--- src/rtl/cfr_pkg.sv ---
package cfr_pkg;

  typedef enum logic [1:0] {
    SQ_IDLE = 2'd0,
    SQ_WR   = 2'd1,
    SQ_WEND = 2'd2,
    SQ_RD   = 2'd3
  } seq_e;

  // Step a counter that runs 0 .. lim-1 and wraps.
  function automatic int unsigned wrap_inc(input int unsigned v, input int unsigned lim);
    return (v + 1 >= lim) ? 0 : v + 1;
  endfunction

  // Playback start: frame 0 until the ring has filled, else the next frame to overwrite.
  function automatic int unsigned oldest_frame(input int unsigned stored,
                                               input int unsigned next_frame,
                                               input int unsigned nf);
    return (stored < nf) ? 0 : next_frame;
  endfunction

  // Linear word address of the first word of a frame.
  function automatic int unsigned frame_base(input int unsigned frame, input int unsigned fw);
    return frame * fw;
  endfunction

  // True on the final cycle of a strobe that lasts len cycles.
  function automatic bit step_is_last(input int unsigned cnt, input int unsigned len);
    return (cnt + 1 >= len);
  endfunction

endpackage

--- src/rtl/cfr_ring_ptr.sv ---
module cfr_ring_ptr
  import cfr_pkg::*;
#(
  parameter int FRAME_WORDS = 76800,
  parameter int NUM_FRAMES  = 27,
  parameter int ADDR_W      = 21,
  localparam int RING  = FRAME_WORDS * NUM_FRAMES,
  localparam int FW_W  = $clog2(FRAME_WORDS),
  localparam int FI_W  = $clog2(NUM_FRAMES),
  localparam int CNT_W = $clog2(NUM_FRAMES + 1)
) (
  input  logic              clk,
  input  logic              rst_n,
  input  logic              wr_take_i,
  input  logic              crash_i,
  output logic [ADDR_W-1:0] wr_addr_o,
  output logic              wr_block_o,
  output logic              frozen_o,
  output logic [CNT_W-1:0]  frames_o,
  output logic [FI_W-1:0]   start_frame_o,
  output logic [ADDR_W-1:0] start_addr_o
);

  logic [ADDR_W-1:0] addr_q;
  logic [FW_W-1:0]   idx_q;
  logic [FI_W-1:0]   frame_q;
  logic [CNT_W-1:0]  frames_q;
  logic [FI_W-1:0]   start_q;
  logic              crash_pend_q;
  logic              frozen_q;

  // Named events for the assertions and for readability.
  logic crash_seen;
  logic at_boundary;
  logic frame_done;
  logic freeze_now;

  assign crash_seen  = crash_i | crash_pend_q;
  assign at_boundary = (idx_q == '0);
  assign frame_done  = wr_take_i && (32'(idx_q) == FRAME_WORDS - 1);
  assign freeze_now  = !frozen_q && crash_seen && at_boundary && !wr_take_i;

  // Once a crash is seen, a new frame must not begin.
  assign wr_block_o    = frozen_q | (crash_seen & at_boundary);
  assign wr_addr_o     = addr_q;
  assign frozen_o      = frozen_q;
  assign frames_o      = frames_q;
  assign start_frame_o = start_q;
  assign start_addr_o  = ADDR_W'(frame_base(32'(start_q), FRAME_WORDS));

  always_ff @(posedge clk or negedge rst_n) begin
    if (!rst_n) begin
      addr_q       <= '0;
      idx_q        <= '0;
      frame_q      <= '0;
      frames_q     <= '0;
      start_q      <= '0;
      crash_pend_q <= 1'b0;
      frozen_q     <= 1'b0;
    end else begin
      if (wr_take_i) begin
        addr_q <= ADDR_W'(wrap_inc(32'(addr_q), RING));
        idx_q  <= FW_W'(wrap_inc(32'(idx_q), FRAME_WORDS));
      end
      if (frame_done) begin
        frame_q <= FI_W'(wrap_inc(32'(frame_q), NUM_FRAMES));
        if (32'(frames_q) < NUM_FRAMES) frames_q <= frames_q + CNT_W'(1);
      end
      if (!frozen_q && crash_i) crash_pend_q <= 1'b1;
      if (freeze_now) begin
        frozen_q <= 1'b1;
        start_q  <= FI_W'(oldest_frame(32'(frames_q), 32'(frame_q), NUM_FRAMES));
      end
    end
  end

  // a frozen ring takes no more pixels and never thaws
  p_no_take_frozen_r9: assert property (@(posedge clk) disable iff (!rst_n)
    frozen_q |-> !wr_take_i);
  p_frozen_sticky_r9: assert property (@(posedge clk) disable iff (!rst_n)
    frozen_q |=> frozen_q);
  // freezing only happens on a frame boundary
  p_freeze_boundary_r6: assert property (@(posedge clk) disable iff (!rst_n)
    $rose(frozen_q) |-> at_boundary);
  // the frame count never exceeds the ring size
  p_count_bound_r5: assert property (@(posedge clk) disable iff (!rst_n)
    32'(frames_q) <= NUM_FRAMES);
  // a ring that never filled plays back from frame 0
  p_partial_start_r8: assert property (@(posedge clk) disable iff (!rst_n)
    ($rose(frozen_q) && 32'(frames_q) < NUM_FRAMES) |-> (start_q == '0));
  // a crash on a boundary blocks the very next pixel
  p_boundary_block_r7: assert property (@(posedge clk) disable iff (!rst_n)
    (crash_i && at_boundary) |-> !wr_take_i);

endmodule

--- src/rtl/cfr_sram_seq.sv ---
module cfr_sram_seq
  import cfr_pkg::*;
#(
  parameter int CHIP_AW   = 20,
  parameter int DATA_W    = 16,
  parameter int WE_CYCLES = 2,
  parameter int RD_LAT    = 2,
  localparam int ADDR_W  = CHIP_AW + 1,
  localparam int LONGEST = (WE_CYCLES > RD_LAT) ? WE_CYCLES : RD_LAT,
  localparam int CW      = $clog2(LONGEST + 1)
) (
  input  logic              clk,
  input  logic              rst_n,
  input  logic              wr_go_i,
  input  logic [ADDR_W-1:0] wr_addr_i,
  input  logic [DATA_W-1:0] wr_data_i,
  input  logic              rd_go_i,
  input  logic [ADDR_W-1:0] rd_addr_i,
  output logic              idle_o,
  output logic              rd_valid_o,
  output logic [DATA_W-1:0] rd_data_o,
  output logic [CHIP_AW-1:0] sram_addr_o,
  output logic [DATA_W-1:0] sram_dq_o,
  output logic              sram_dq_oe_o,
  input  logic [DATA_W-1:0] sram_dq_i,
  output logic [1:0]        sram_ce_n_o,
  output logic              sram_we_n_o,
  output logic              sram_oe_n_o,
  output logic              sram_bhe_n_o,
  output logic              sram_ble_n_o
);

  seq_e              st_q;
  logic [CW-1:0]     cnt_q;
  logic [ADDR_W-1:0] a_q;
  logic [DATA_W-1:0] d_q;
  logic              rd_valid_q;
  logic [DATA_W-1:0] rd_data_q;

  // Named events.
  logic active;
  logic chip_sel;
  logic we_last;
  logic rd_sample;

  assign active    = (st_q != SQ_IDLE);
  assign chip_sel  = a_q[CHIP_AW];
  assign we_last   = (st_q == SQ_WR) && step_is_last(32'(cnt_q), WE_CYCLES);
  assign rd_sample = (st_q == SQ_RD) && step_is_last(32'(cnt_q), RD_LAT);

  always_ff @(posedge clk or negedge rst_n) begin
    if (!rst_n) begin
      st_q       <= SQ_IDLE;
      cnt_q      <= '0;
      a_q        <= '0;
      d_q        <= '0;
      rd_valid_q <= 1'b0;
      rd_data_q  <= '0;
    end else begin
      rd_valid_q <= 1'b0;
      case (st_q)
        SQ_IDLE: begin
          cnt_q <= '0;
          if (wr_go_i) begin
            a_q  <= wr_addr_i;
            d_q  <= wr_data_i;
            st_q <= SQ_WR;
          end else if (rd_go_i) begin
            a_q  <= rd_addr_i;
            st_q <= SQ_RD;
          end
        end
        SQ_WR: begin
          if (we_last) st_q <= SQ_WEND;
          else         cnt_q <= cnt_q + CW'(1);
        end
        SQ_WEND: st_q <= SQ_IDLE;
        SQ_RD: begin
          if (rd_sample) begin
            st_q       <= SQ_IDLE;
            rd_valid_q <= 1'b1;
            rd_data_q  <= sram_dq_i;
          end else begin
            cnt_q <= cnt_q + CW'(1);
          end
        end
      endcase
    end
  end

  // One active-low enable per chip, picked by the top address bit.
  for (genvar c = 0; c < 2; c++) begin : g_ce
    assign sram_ce_n_o[c] = !(active && (chip_sel == 1'(c)));
  end

  assign idle_o       = !active;
  assign rd_valid_o   = rd_valid_q;
  assign rd_data_o    = rd_data_q;
  assign sram_addr_o  = a_q[CHIP_AW-1:0];
  assign sram_dq_o    = d_q;
  assign sram_dq_oe_o = (st_q == SQ_WR) || (st_q == SQ_WEND);
  assign sram_we_n_o  = (st_q != SQ_WR);
  assign sram_oe_n_o  = (st_q != SQ_RD);
  assign sram_bhe_n_o = 1'b0;
  assign sram_ble_n_o = 1'b0;

  // at most one chip enabled; write and output enables exclusive
  p_one_chip_r12: assert property (@(posedge clk) disable iff (!rst_n)
    $onehot0(~sram_ce_n_o));
  p_we_oe_excl_r12: assert property (@(posedge clk) disable iff (!rst_n)
    !(!sram_we_n_o && !sram_oe_n_o));
  // address, data and chip enables hold while the write strobe is low
  p_we_hold_r3: assert property (@(posedge clk) disable iff (!rst_n)
    (!sram_we_n_o && $past(!sram_we_n_o)) |->
      ($stable(sram_addr_o) && $stable(sram_dq_o) && $stable(sram_ce_n_o)));
  p_we_drive_r3: assert property (@(posedge clk) disable iff (!rst_n)
    !sram_we_n_o |-> sram_dq_oe_o);
  // read data is only presented after an output-enable window
  p_rdv_after_oe_r10: assert property (@(posedge clk) disable iff (!rst_n)
    rd_valid_o |-> $past(!sram_oe_n_o));

endmodule

--- src/rtl/crash_frame_ring.sv ---
module crash_frame_ring
  import cfr_pkg::*;
#(
  parameter int FRAME_WORDS = 76800,
  parameter int NUM_FRAMES  = 27,
  parameter int CHIP_AW     = 20,
  parameter int DATA_W      = 16,
  parameter int WE_CYCLES   = 2,
  parameter int RD_LAT      = 2,
  localparam int ADDR_W = CHIP_AW + 1,
  localparam int FI_W   = $clog2(NUM_FRAMES),
  localparam int CNT_W  = $clog2(NUM_FRAMES + 1)
) (
  input  logic               clk,
  input  logic               rst_n,
  input  logic               pix_valid_i,
  input  logic [DATA_W-1:0]  pix_data_i,
  output logic               pix_ready_o,
  input  logic               crash_i,
  output logic               frozen_o,
  output logic [CNT_W-1:0]   frames_stored_o,
  output logic [FI_W-1:0]    start_frame_o,
  output logic [ADDR_W-1:0]  start_addr_o,
  input  logic               rd_req_i,
  input  logic [ADDR_W-1:0]  rd_addr_i,
  output logic               rd_ready_o,
  output logic               rd_valid_o,
  output logic [DATA_W-1:0]  rd_data_o,
  output logic [CHIP_AW-1:0] sram_addr_o,
  output logic [DATA_W-1:0]  sram_dq_o,
  output logic               sram_dq_oe_o,
  input  logic [DATA_W-1:0]  sram_dq_i,
  output logic [1:0]         sram_ce_n_o,
  output logic               sram_we_n_o,
  output logic               sram_oe_n_o,
  output logic               sram_bhe_n_o,
  output logic               sram_ble_n_o
);

  logic              seq_idle;
  logic              wr_block;
  logic              wr_take;
  logic              rd_take;
  logic [ADDR_W-1:0] wr_addr;

  // Writes win the idle cycle; a read waits for a cycle with no pixel.
  assign pix_ready_o = seq_idle && !wr_block;
  assign wr_take     = pix_valid_i && pix_ready_o;
  assign rd_ready_o  = seq_idle && !wr_take;
  assign rd_take     = rd_req_i && rd_ready_o;

  cfr_ring_ptr #(
    .FRAME_WORDS(FRAME_WORDS),
    .NUM_FRAMES (NUM_FRAMES),
    .ADDR_W     (ADDR_W)
  ) u_ptr (
    .clk          (clk),
    .rst_n        (rst_n),
    .wr_take_i    (wr_take),
    .crash_i      (crash_i),
    .wr_addr_o    (wr_addr),
    .wr_block_o   (wr_block),
    .frozen_o     (frozen_o),
    .frames_o     (frames_stored_o),
    .start_frame_o(start_frame_o),
    .start_addr_o (start_addr_o)
  );

  cfr_sram_seq #(
    .CHIP_AW  (CHIP_AW),
    .DATA_W   (DATA_W),
    .WE_CYCLES(WE_CYCLES),
    .RD_LAT   (RD_LAT)
  ) u_seq (
    .clk         (clk),
    .rst_n       (rst_n),
    .wr_go_i     (wr_take),
    .wr_addr_i   (wr_addr),
    .wr_data_i   (pix_data_i),
    .rd_go_i     (rd_take),
    .rd_addr_i   (rd_addr_i),
    .idle_o      (seq_idle),
    .rd_valid_o  (rd_valid_o),
    .rd_data_o   (rd_data_o),
    .sram_addr_o (sram_addr_o),
    .sram_dq_o   (sram_dq_o),
    .sram_dq_oe_o(sram_dq_oe_o),
    .sram_dq_i   (sram_dq_i),
    .sram_ce_n_o (sram_ce_n_o),
    .sram_we_n_o (sram_we_n_o),
    .sram_oe_n_o (sram_oe_n_o),
    .sram_bhe_n_o(sram_bhe_n_o),
    .sram_ble_n_o(sram_ble_n_o)
  );

  // a read and a write never start in the same cycle
  p_one_start_r10: assert property (@(posedge clk) disable iff (!rst_n)
    !(wr_take && rd_take));
  // once frozen, the pixel side is closed
  p_ready_closed_r6: assert property (@(posedge clk) disable iff (!rst_n)
    frozen_o |-> !pix_ready_o);

endmodule

--- config.mk ---
export PLATFORM = sky130hd
export DESIGN_NAME = crash_frame_ring
export DESIGN_NICKNAME = d
export VERILOG_FILES = /design/src/rtl/cfr_pkg.sv /design/src/rtl/cfr_ring_ptr.sv /design/src/rtl/cfr_sram_seq.sv /design/src/rtl/crash_frame_ring.sv
export SDC_FILE = /design/constraint.sdc
export NUM_CORES = 1
export LEC_CHECK = 0
export ABC_AREA = 0
export BUFFER_PORTS_ARGS = -buffer_cell sky130_fd_sc_hd__clkbuf_2
export CORE_UTILIZATION = 40
export DETAILED_ROUTE_END_ITERATION = 6
export SLEW_MARGIN = 20
export SYNTH_ARGS = -nofsm -noshare
export SYNTH_HDL_FRONTEND = slang
export SYNTH_HIERARCHICAL = 1
export SYNTH_SLANG_ARGS = --single-unit
export TNS_END_PERCENT = 5
--- constraint.sdc ---
create_clock -name clk -period 3 [get_ports clk]
set_input_delay 0.6 -clock clk [delete_from_list [all_inputs] [get_ports clk]]
set_output_delay 0.6 -clock clk [all_outputs]
set_load 0.01 [all_outputs]
==> key figures, run 1 <==
Placement
  • GPL Wtd Cong: 0.905
  • Placed insts: slightly above 1000
  • Post-DP HPWL: around 12000 µm
  • IO Port Bufs: around 140

Timing
  • Final setup vio count: 6
  • Fin crit period: about 3.5 ns
  • Max Fclk: approximately 290 MHz
  • Setup TNS: -1.84 ns
  • Slew headroom: 0.501
  • Clock skew: 0.0105 ns
  • Unrepaired setup endpoints after global routing: true
  • Crit share post-route: 1.15
  • Worst-Margin Slew: about 0.75 ns
  • Hold slack: about 0.26 ns
  • Pins Over Slew Limit: 0
  • Final-report hold violation count: 0
  • Worst setup margin: -0.462 ns

Clock network
  • Root Buffer: clkbuf_16
  • Clk_lat worst skew: 0.41 ns
  • Clock buffer depth: 2
  • Clock transition at path regs: 0.06 ns
  • CTS tree: done
  • H-tree levels: 4
  • CTS Sinks: 113
  • Number of CTS-inserted buffers: 17

Finish
  • Storage cell area: between 2000 and 3000 µm²
  • Share of cells above drive strength 1: 0.320
  • Diode count: 0
  • Area Overhead vs Synth: 27.0%
  • Non-Filler Instances: between 1000 and 1500
  • Final nets: between 900 and 1000
  • Area of the multi-input gates: 3430 µm²
  • Filler Cell Count: 1438

Power and ir drop
  • Worst vdd ir: slightly above 0.0004 V
  • Power Dens Cells: 617 nW/µm²
  • P_leak: ~4.1 nW
  • Total power: ~5.2 mW

GRT
  • Remaining Overflow, GRT: 0
  • Vias in the first global route: around 5400
  • First-pass GRT wire length: between 20000 and 30000 µm
  • GRT Total Usage: 0.195
  • Pin count of the biggest net entering global routing: between 50 and 60
  • Initial antenna violation count: 0

Floorplanning
  • Die W: 131 µm
  • Core area: about 16000 µm²
  • Die footprint: around 17000 µm²
  • Initial core utilization: 0.414
  • IO Count: between 150 and 200
  • Die H: around 130 µm
  • Row count: 46

Synth
  • Sequential share of the synthesized area: 0.425
  • Largest cells by area after synthesis: dfrtp_1 (42%), ha_1 (5.6%), mux2_1 (4.9%), mux2i_1 (4.5%), buf_4 (4.1%)
  • Cells after Synth: a little under 700
  • Yosys top cell area share: 0.425
  • Main flop type after synthesis: dfrtp_1
  • EDFF count, synth: 0
  • Cell with the most instances after synthesis: dfrtp_1
  • Post-Syn Area: 6650 µm²
  • Library cells used by synthesis: between 70 and 80
  • Synthesized area per cell: 9.84 µm²
  • Synthesis Warnings: 6
  • Asr flop ratio synth: 1.00
  • Top cell types by occurrence after synthesis: dfrtp_1 (113), nand2_1 (66), o21ai_0 (53)
  • FF+latch count, synth: roughly 110
  • Cell taking the most area after synthesis: dfrtp_1

Routing
  • DRT Pass-1 Iters: 5
  • Via-per-instance ratio: around 5.3
  • DR iter-0 viols: approximately 340
  • Final antenna-violating net count: 0
  • DR WL/cell: ~15 µm
  • Via count: ~5600
  • Post-Route WL: 15800 µm
  • DRC: 0

Worst setup path
  • Worst path most repeated cell: ha_4
  • Critical Path Stages: 12
  • CP Cell Sequence: ha_4 > ha_4 > inv_2 > fa_1 > inv_2 > ha_4 > nand2_1 > o21ai_2 > a21oi_1 > o21bai_1 > xor2_1 > buf_2
  • Crit-path max FO: 3
  • Buf/Inv on CP: 3
  • Arr. time, crit path: roughly 2.9 ns
  • Critical path's largest stage delay: 0.49 ns
  • Worst setup SP type: flip-flop
  • Worst Path Required: between 2 and 2.5 ns
  • Crit end category: primary output
  • Setup CP Type: flip-flop to primary output
  • R2R depth: 12
  • Cell family with most CP delay: adder cells
  • Slowest stage cell on the critical path: fa_1

Run status
  • Violated checks: setup timing
  • Status: finished with violations

Min path
  • HP Class: input port to asynchronous set/reset pin

Run
  • # Max-Cap Violations: 0
kinds of logic after synthesis:
kind of cell / count (synthesis) / share of synthesized area
muxes: 65 / 0.104
xor gates and xnor gates: 15 / 0.0197
other: 2 / 0.00113
buffers and inverters: 107 / 0.0856
and+or+nand+nor: 200 / 0.157
AOI/OAI and AO/OA: 141 / 0.142
adders and majority gates: 33 / 0.0654
DFF: 113 / 0.425
metal layers:
metal	GRT usage	vias to the layer above	routed length, µm
met1	0.245	2701	7090
met5	0	-	0
met4	0.0818	0	232
li1	-	2688	-
met2	0.331	196	7640
met3	0.0354	19	822
sequential cells by signal, summed over array words and instances (netlist names):
signal and count:
u_seq/cnt_q 2, u_ptr/start_frame_o 5, u_ptr/frozen_o 1, u_ptr/frame_q 5
u_ptr/frames_o 5, u_seq/a_q 21, u_ptr/crash_pend_q 1, u_seq/rd_valid_o 1
u_seq/sram_dq_o 16, u_ptr/idx_q 17, u_seq/st_q 2, u_seq/rd_data_o 16
u_ptr/wr_addr_o 21
final timing paths:
check	from	end	slack (ns)
worst max-delay path	u_ptr/start_frame_o[2]	start_addr_o[19]	-0.46
worst min-delay path	rst_n	u_seq/a_q[16]	0.26
worst max register to register	u_ptr/idx_q[0]	u_ptr/wr_addr_o[5]	0.20
worst min register to register	u_ptr/crash_pend_q	u_ptr/crash_pend_q	0.45
max in group asynchronous	rst_n	u_seq/rd_data_o[5]	1.95
min in group clk	pix_data_i[6]	u_seq/sram_dq_o[6]	0.41
worst register-to-register path, stage by stage, from the launching register on:
cell,delay (ns)
dfrtp_1,0.40
inv_1,0.10
ha_1,0.19
nor4b_1,0.13
nand4b_1,0.16
nand2_1,0.14
nor2b_2,0.14
and2_2,0.20
clkinv_1,0.11
buf_4,0.19
nor2_1,0.41
nand2_1,0.22
o311ai_1,0.30
power by group:
part | switching, mW | internal (mW)
sequential | 0.132 | 1.79
clock | 0.701 | 1.50
combinational | 0.607 | 0.483
placed cells by master, fill, tap and decap left out, types with 4 or more instances in the layout:
cell	instances
o22ai_1	4
ha_1	22
buf_2	7
nand4_1	8
or4_1	6
buf_4	48
mux2_1	29
nand3_1	28
o221ai_1	4
inv_1	35
a22o_1	5
and3_1	7
a21o_1	8
a21oi_1	8
nor4_1	9
xor2_1	6
dfrtp_1	110
clkbuf_16	17
xnor2_1	7
nand2_1	65
o2bb2ai_1	7
nor3b_1	6
o21ai_0	52
a31oi_1	7
inv_2	8
bufinv_16	5
nor2_1	22
nor3_1	17
ha_4	7
mux2_2	6
conb_1	12
o21ai_1	9
clkbuf_2	131
mux2i_1	30
layout make-up:
cell class | instances | share of cell area
clock buffers | 20 | 0.0529
flip-flops and latches | 113 | 0.335
repair buffers | 189 | 0.130
multi-input cells | 466 | 0.406
well taps | 216 | 0.0320
inverters | 44 | 0.0195
clock inverters | 12 | 0.0241
stage by stage:
stage	util	area (µm²)	setup slack, ns
2_1_floorplan	-	6730	-0.0115
3_3_place_gp	0.478	7680	-0.109
3_5_place_dp	0.478	7680	-0.176
4_1_cts	0.525	8430	-0.497
5_1_grt	0.526	8450	-0.602
6_report	0.526	8450	-0.462
repair_timing:
action / 4_1_cts / 5_1_grt
gates resized for setup: 17 / 12
pin swaps: 17 / 4
setup endpoints to repair: 6 / 14
buffers inserted: 2 / 0
hold buffers: 0 / 0
(Power assumes the default switching activity.)
==> run 2: changes to the inputs <==
--- a/config.mk
+++ b/config.mk
@@ -7,8 +7,10 @@
 export LEC_CHECK = 0
 export ABC_AREA = 0
 export BUFFER_PORTS_ARGS = -buffer_cell sky130_fd_sc_hd__clkbuf_2
+export CORE_MARGIN = 2
 export CORE_UTILIZATION = 40
 export DETAILED_ROUTE_END_ITERATION = 6
+export SKIP_LAST_GASP = 1
 export SLEW_MARGIN = 20
 export SYNTH_ARGS = -nofsm -noshare
 export SYNTH_HDL_FRONTEND = slang
==> key figures, run 2 (synthesized netlist as in run 1, its figures left out) <==
Routing
  • DRC: 0
  • DR iter-0 viols: between 300 and 400
  • WL met3: around 770 µm
  • Post-Route WL: around 16000 µm
  • DR WL/cell: between 15 and 20 µm
  • Met2 WL post-DR: about 8000 µm
  • Via count: roughly 5600
  • Routed met1 length: between 7000 and 8000 µm
  • Via-per-instance ratio: around 5.3
  • Top Metal Used: met4
  • DRT Pass-1 Iters: 4
  • Final antenna-violating net count: 0

Finish
  • Final nets: 926
  • Share of cells above drive strength 1: 0.322
  • Most frequent cells in the layout: clkbuf_2 (136), dfrtp_1 (110), nand2_1 (65)
  • Filler Cell Count: ~1500
  • Most common cell after layout, fill and taps aside: clkbuf_2
  • Non-Filler Instances: 1068
  • Diode count: 0
  • Area Overhead vs Synth: 26.7%

Power and ir drop
  • P_leak: 4.08 nW
  • P_int: approximately 3.5 mW
  • Worst vdd ir: approximately 0.00041 V
  • Net Sw Power: 1.47 mW
  • Seq pwr share: 0.385
  • Clock power frac: 0.399
  • Power Dens Cells: 592 nW/µm²
  • Switch share: 0.295
  • Comb pwr share: 0.216

Run
  • # Max-Cap Violations: 0

Clock network
  • CTS tree: done
  • Number of CTS-inserted buffers: 17
  • Clk_lat worst skew: 0.41 ns
  • H-tree levels: 4
  • Root Buffer: clkbuf_16
  • Clock transition at path regs: ~0.06 ns
  • Clock buffer depth: 2
  • CTS Sinks: about 110

Floorplanning
  • Die H: between 100 and 150 µm
  • IO Count: 152
  • Die W: about 130 µm
  • Core area: 16400 µm²
  • Die footprint: ~18000 µm²
  • Initial core utilization: 0.406
  • Row count: 47

Timing
  • Worst setup margin: -0.503 ns
  • Pins Over Slew Limit: 0
  • Worst-Margin Slew: roughly 1.0 ns
  • Final setup vio count: 9
  • Final-report hold violation count: 0
  • Clock skew: between 0.01 and 0.015 ns
  • Max Fclk: around 290 MHz
  • Unrepaired setup endpoints after global routing: true
  • Setup TNS: -2.33 ns
  • Slew headroom: 0.329
  • Crit share post-route: 1.17
  • Fin crit period: 3.50 ns

Worst setup path
  • Crit path launch: u_ptr/start_frame_o[2]
  • R2r endpoint: u_ptr/wr_addr_o[2]
  • Crit-path max FO: 4
  • FF-to-FF setup slack: -0.03 ns
  • Arr. time, crit path: slightly below 3 ns
  • Worst setup SP type: flip-flop
  • Reg2reg start: u_ptr/wr_addr_o[4]
  • Setup CP Type: flip-flop to primary output
  • Crit end category: primary output
  • R2R depth: 8
  • Worst Path Required: 2.40 ns

Min path
  • HP Class: input port to asynchronous set/reset pin

Run status
  • Status: finished with violations
  • Violated checks: setup timing

GRT
  • First-pass GRT wire length: ~27000 µm
  • Remaining Overflow, GRT: 0
  • GRT Total Usage: 0.189
  • Initial antenna violation count: 0
  • Pin count of the biggest net entering global routing: 66
  • Vias in the first global route: ~5700

Placement
  • Post-DP HPWL: around 12000 µm
  • IO Port Bufs: around 140
  • Dpl ws: -0.159 ns
  • Placed insts: between 1000 and 1500
  • GPL Wtd Cong: 0.935
run 2: power groups by stage:
stage	Combinational, mW	Sequential, mW	Clock, mW
after floorplan	0.762	1.98	0
after global placement	1.07	1.93	0
after detailed placement	1.10	1.95	0
after CTS	1.10	1.92	2.05
after global routing	1.20	1.96	2.13
final	1.08	1.92	1.99
run 2: timing repair:
item                       CTS  global route
resized for setup           21             3
pin swaps                   20             6
setup endpoints to repair    8            15
hold buffers                 0             0
setup buffers                5             0
run 2: worst max-delay path by stage:
stage,to,slack [ns]
2_1_floorplan,start_addr_o[19],-0.01
3_3_place_gp,start_addr_o[20],-0.13
3_5_place_dp,start_addr_o[19],-0.16
4_1_cts,start_addr_o[20],-0.55
5_1_grt,start_addr_o[20],-0.63
6_report,start_addr_o[19],-0.50
run 2: per-stage QoR:
stage,total power [mW],utilization,hold WS (ns),cell area [µm²]
2_1_floorplan,2.74,-,0.304,6730
3_3_place_gp,3.00,0.470,0.439,7700
3_5_place_dp,3.05,0.470,0.443,7700
4_1_cts,5.07,0.514,0.236,8430
5_1_grt,5.28,0.514,0.256,8430
6_report,4.99,0.514,0.222,8430
run 2: cell type report:
type                       instances  area (µm²)  area share
tap                              220         275      0.0326
timing repair buffer             193        1150       0.136
clock inverter                    14         151      0.0180
sequential                       113        2830       0.336
multi-input combinational        466        3420       0.406
clock buffer                      18         439      0.0521
inverter                          44         165      0.0196
run 2: layer usage:
layer,track usage,vias up
li1,-,2697
met1,0.237,2708
met2,0.312,177
met3,0.0441,29
met4,0.0830,0
met5,0,-
run 2: worst max-delay path, cell delays in order (launching register included):
cell and delay (ns):
dfrtp_2 0.46, ha_4 0.30, ha_4 0.12, inv_2 0.03
fa_1 0.51, inv_2 0.05, ha_4 0.27, nand2_2 0.06
o21ai_2 0.14, a21oi_1 0.08, o21bai_1 0.16, xor2_1 0.16
buf_2 0.15
==> run 3: changes to the inputs <==
--- a/config.mk
+++ b/config.mk
@@ -6,10 +6,11 @@
 export NUM_CORES = 1
 export LEC_CHECK = 0
 export ABC_AREA = 0
-export BUFFER_PORTS_ARGS = -buffer_cell sky130_fd_sc_hd__clkbuf_2
 export CORE_MARGIN = 2
 export CORE_UTILIZATION = 40
 export DETAILED_ROUTE_END_ITERATION = 6
+export DONT_BUFFER_PORTS = 1
+export PLACE_DENSITY_LB_ADDON = 0.1
 export SKIP_LAST_GASP = 1
 export SLEW_MARGIN = 20
 export SYNTH_ARGS = -nofsm -noshare
==> key figures, run 3 (synthesized netlist as in run 1, its figures left out) <==
Run status
  • Status: finished with violations
  • Violated checks: hold timing, setup timing

Routing
  • Final antenna-violating net count: 0
  • Post-Route WL: about 16000 µm
  • Via count: slightly above 5000
  • DRT Pass-1 Iters: 5
  • Via-per-instance ratio: ~5.4
  • DR iter-0 viols: 291
  • DRC: 0
  • DR WL/cell: 17.0 µm

Worst setup path
  • Crit end category: primary output
  • Setup CP Type: flip-flop to primary output
  • Crit-path max FO: 3
  • Worst path most repeated cell: buf_6
  • Arr. time, crit path: 2.87 ns
  • Slowest stage cell on the critical path: fa_1
  • Buf/Inv on CP: 4
  • Critical path's largest stage delay: about 0.50 ns
  • Cell family with most CP delay: adder cells
  • Crit path launch: u_ptr/start_frame_o[2]
  • Worst Path Required: approximately 2.4 ns
  • Reg2reg start: u_ptr/wr_addr_o[4]
  • Worst setup SP type: flip-flop
  • CP Cell Sequence: buf_6 > buf_6 > ha_4 > inv_2 > fa_1 > inv_1 > ha_2 > a21o_1 > nand3_2 > nand2_2 > a21oi_2 > o21bai_1 > a21oi_1 > xnor2_1

Timing
  • Fin crit period: about 3.5 ns
  • Worst-Margin Slew: 1.07 ns
  • Final-report hold violation count: 113
  • Clock skew: ~0.0086 ns
  • Max Fclk: roughly 290 MHz
  • Hold slack: -0.125 ns
  • Pins Over Slew Limit: 0
  • Slew headroom: 0.279
  • Setup TNS: -2.35 ns
  • Final setup vio count: 13
  • Worst setup margin: -0.467 ns
  • Crit share post-route: 1.16
  • Unrepaired setup endpoints after global routing: true

Power and ir drop
  • Power Dens Cells: 609 nW/µm²
  • P_leak: between 3 and 4 nW
  • Worst vdd ir: between 0.0003 and 0.0004 V
  • Total power: 4.74 mW

GRT
  • Vias in the first global route: roughly 5000
  • GRT Total Usage: 0.186
  • First-pass GRT wire length: about 26000 µm
  • Remaining Overflow, GRT: 0
  • Initial antenna violation count: 0
  • Pin count of the biggest net entering global routing: 114

Floorplanning
  • Row count: 47
  • Initial core utilization: 0.406
  • Die H: between 100 and 150 µm
  • IO Count: 152
  • Die W: between 100 and 150 µm
  • Die footprint: 17700 µm²
  • Core area: 16400 µm²

Finish
  • Non-Filler Instances: between 900 and 1000
  • Final nets: 795
  • Area Overhead vs Synth: 16.9%
  • Diode count: 0
  • Fin util: 0.474
  • Most frequent cells in the layout: dfrtp_1 (110), nand2_1 (64), buf_4 (59)
  • Filler Cell Count: 1515
  • Share of cells above drive strength 1: 0.198
  • Most common cell after layout, fill and taps aside: dfrtp_1

Run
  • # Max-Cap Violations: 0

Clock network
  • H-tree levels: 4
  • Root Buffer: clkbuf_16
  • Clock transition at path regs: about 0.060 ns
  • CTS tree: done
  • CTS Sinks: ~110
  • Clock buffer depth: 2
  • Number of CTS-inserted buffers: 17
  • Clk_lat worst skew: 0.41 ns

Placement
  • Dpl ws: -0.0797 ns
  • Post-DP HPWL: 11700 µm
  • Placed insts: between 800 and 900
  • IO Port Bufs: 0
  • GPL Wtd Cong: 0.891

Min path
  • HP Class: input port to asynchronous set/reset pin
## run 3: power breakdown
group	leakage, nW	switching (mW)	internal [mW]	total [mW]
Combinational	1.85	0.353	0.273	0.626
Sequential	1.39	0.288	1.79	2.08
Clock	0.292	0.757	1.28	2.04
## run 3: worst paths after layout
| check | to | slack, ns | depth (start not counted) |
|---|---|---|---|
| worst max-delay path | start_addr_o[20] | -0.47 | 14 |
| worst min-delay path | u_seq/a_q[15] | -0.12 | 0 |
| worst max register to register | u_ptr/wr_addr_o[2] | -0.10 | 8 |
| worst min register to register | u_ptr/crash_pend_q | 0.45 | 1 |
| max in group asynchronous | u_ptr/start_frame_o[2] | 2.95 | 0 |
| min in group clk | u_ptr/crash_pend_q | 0.31 | 1 |
## run 3: cell type report
type,count,area (µm²),area share
multi-input cells,466,3420,0.440
flip-flops and latches,113,2830,0.364
repair buffers,62,485,0.0624
clock buffers,19,453,0.0582
well taps,220,275,0.0354
inverters,44,165,0.0212
clock inverters,13,146,0.0188
## run 3: worst reg2reg max path, stage by stage, from the launching register on
cell,delay [ns]
dfrtp_1,0.41
nand2_2,0.12
buf_4,0.16
nor4_1,0.45
a21boi_0,0.21
o211ai_1,0.48
a211oi_4,0.05
nor3_1,0.87
a22o_1,0.27
## run 3: routing by layer
metal  wire [µm]  part of all wire  global-route usage
met4         215             0.013              0.0705
met3        1080             0.068              0.0510
met1        7030              0.44               0.237
met5           0                 0                   0
met2        7640              0.48               0.302
## run 3: what timing repair did
action / 4_1_cts / 5_1_grt
cloned: 0 / 0
endpoints found under the setup margin: 8 / 18
buffers inserted: 6 / 0
pin swaps: 18 / 12
resized for setup: 17 / 4
endpoints found under the hold margin: 113 / 113
## run 3: stage by stage
| step | hold slack, ns | cell area [µm²] |
|---|---|---|
| final | -0.125 | 7780 |
| after global routing | -0.153 | 7780 |
| after CTS | -0.152 | 7760 |
| after detailed placement | 0.306 | 7030 |
| after global placement | 0.307 | 7030 |
| after floorplan | 0.304 | 6730 |
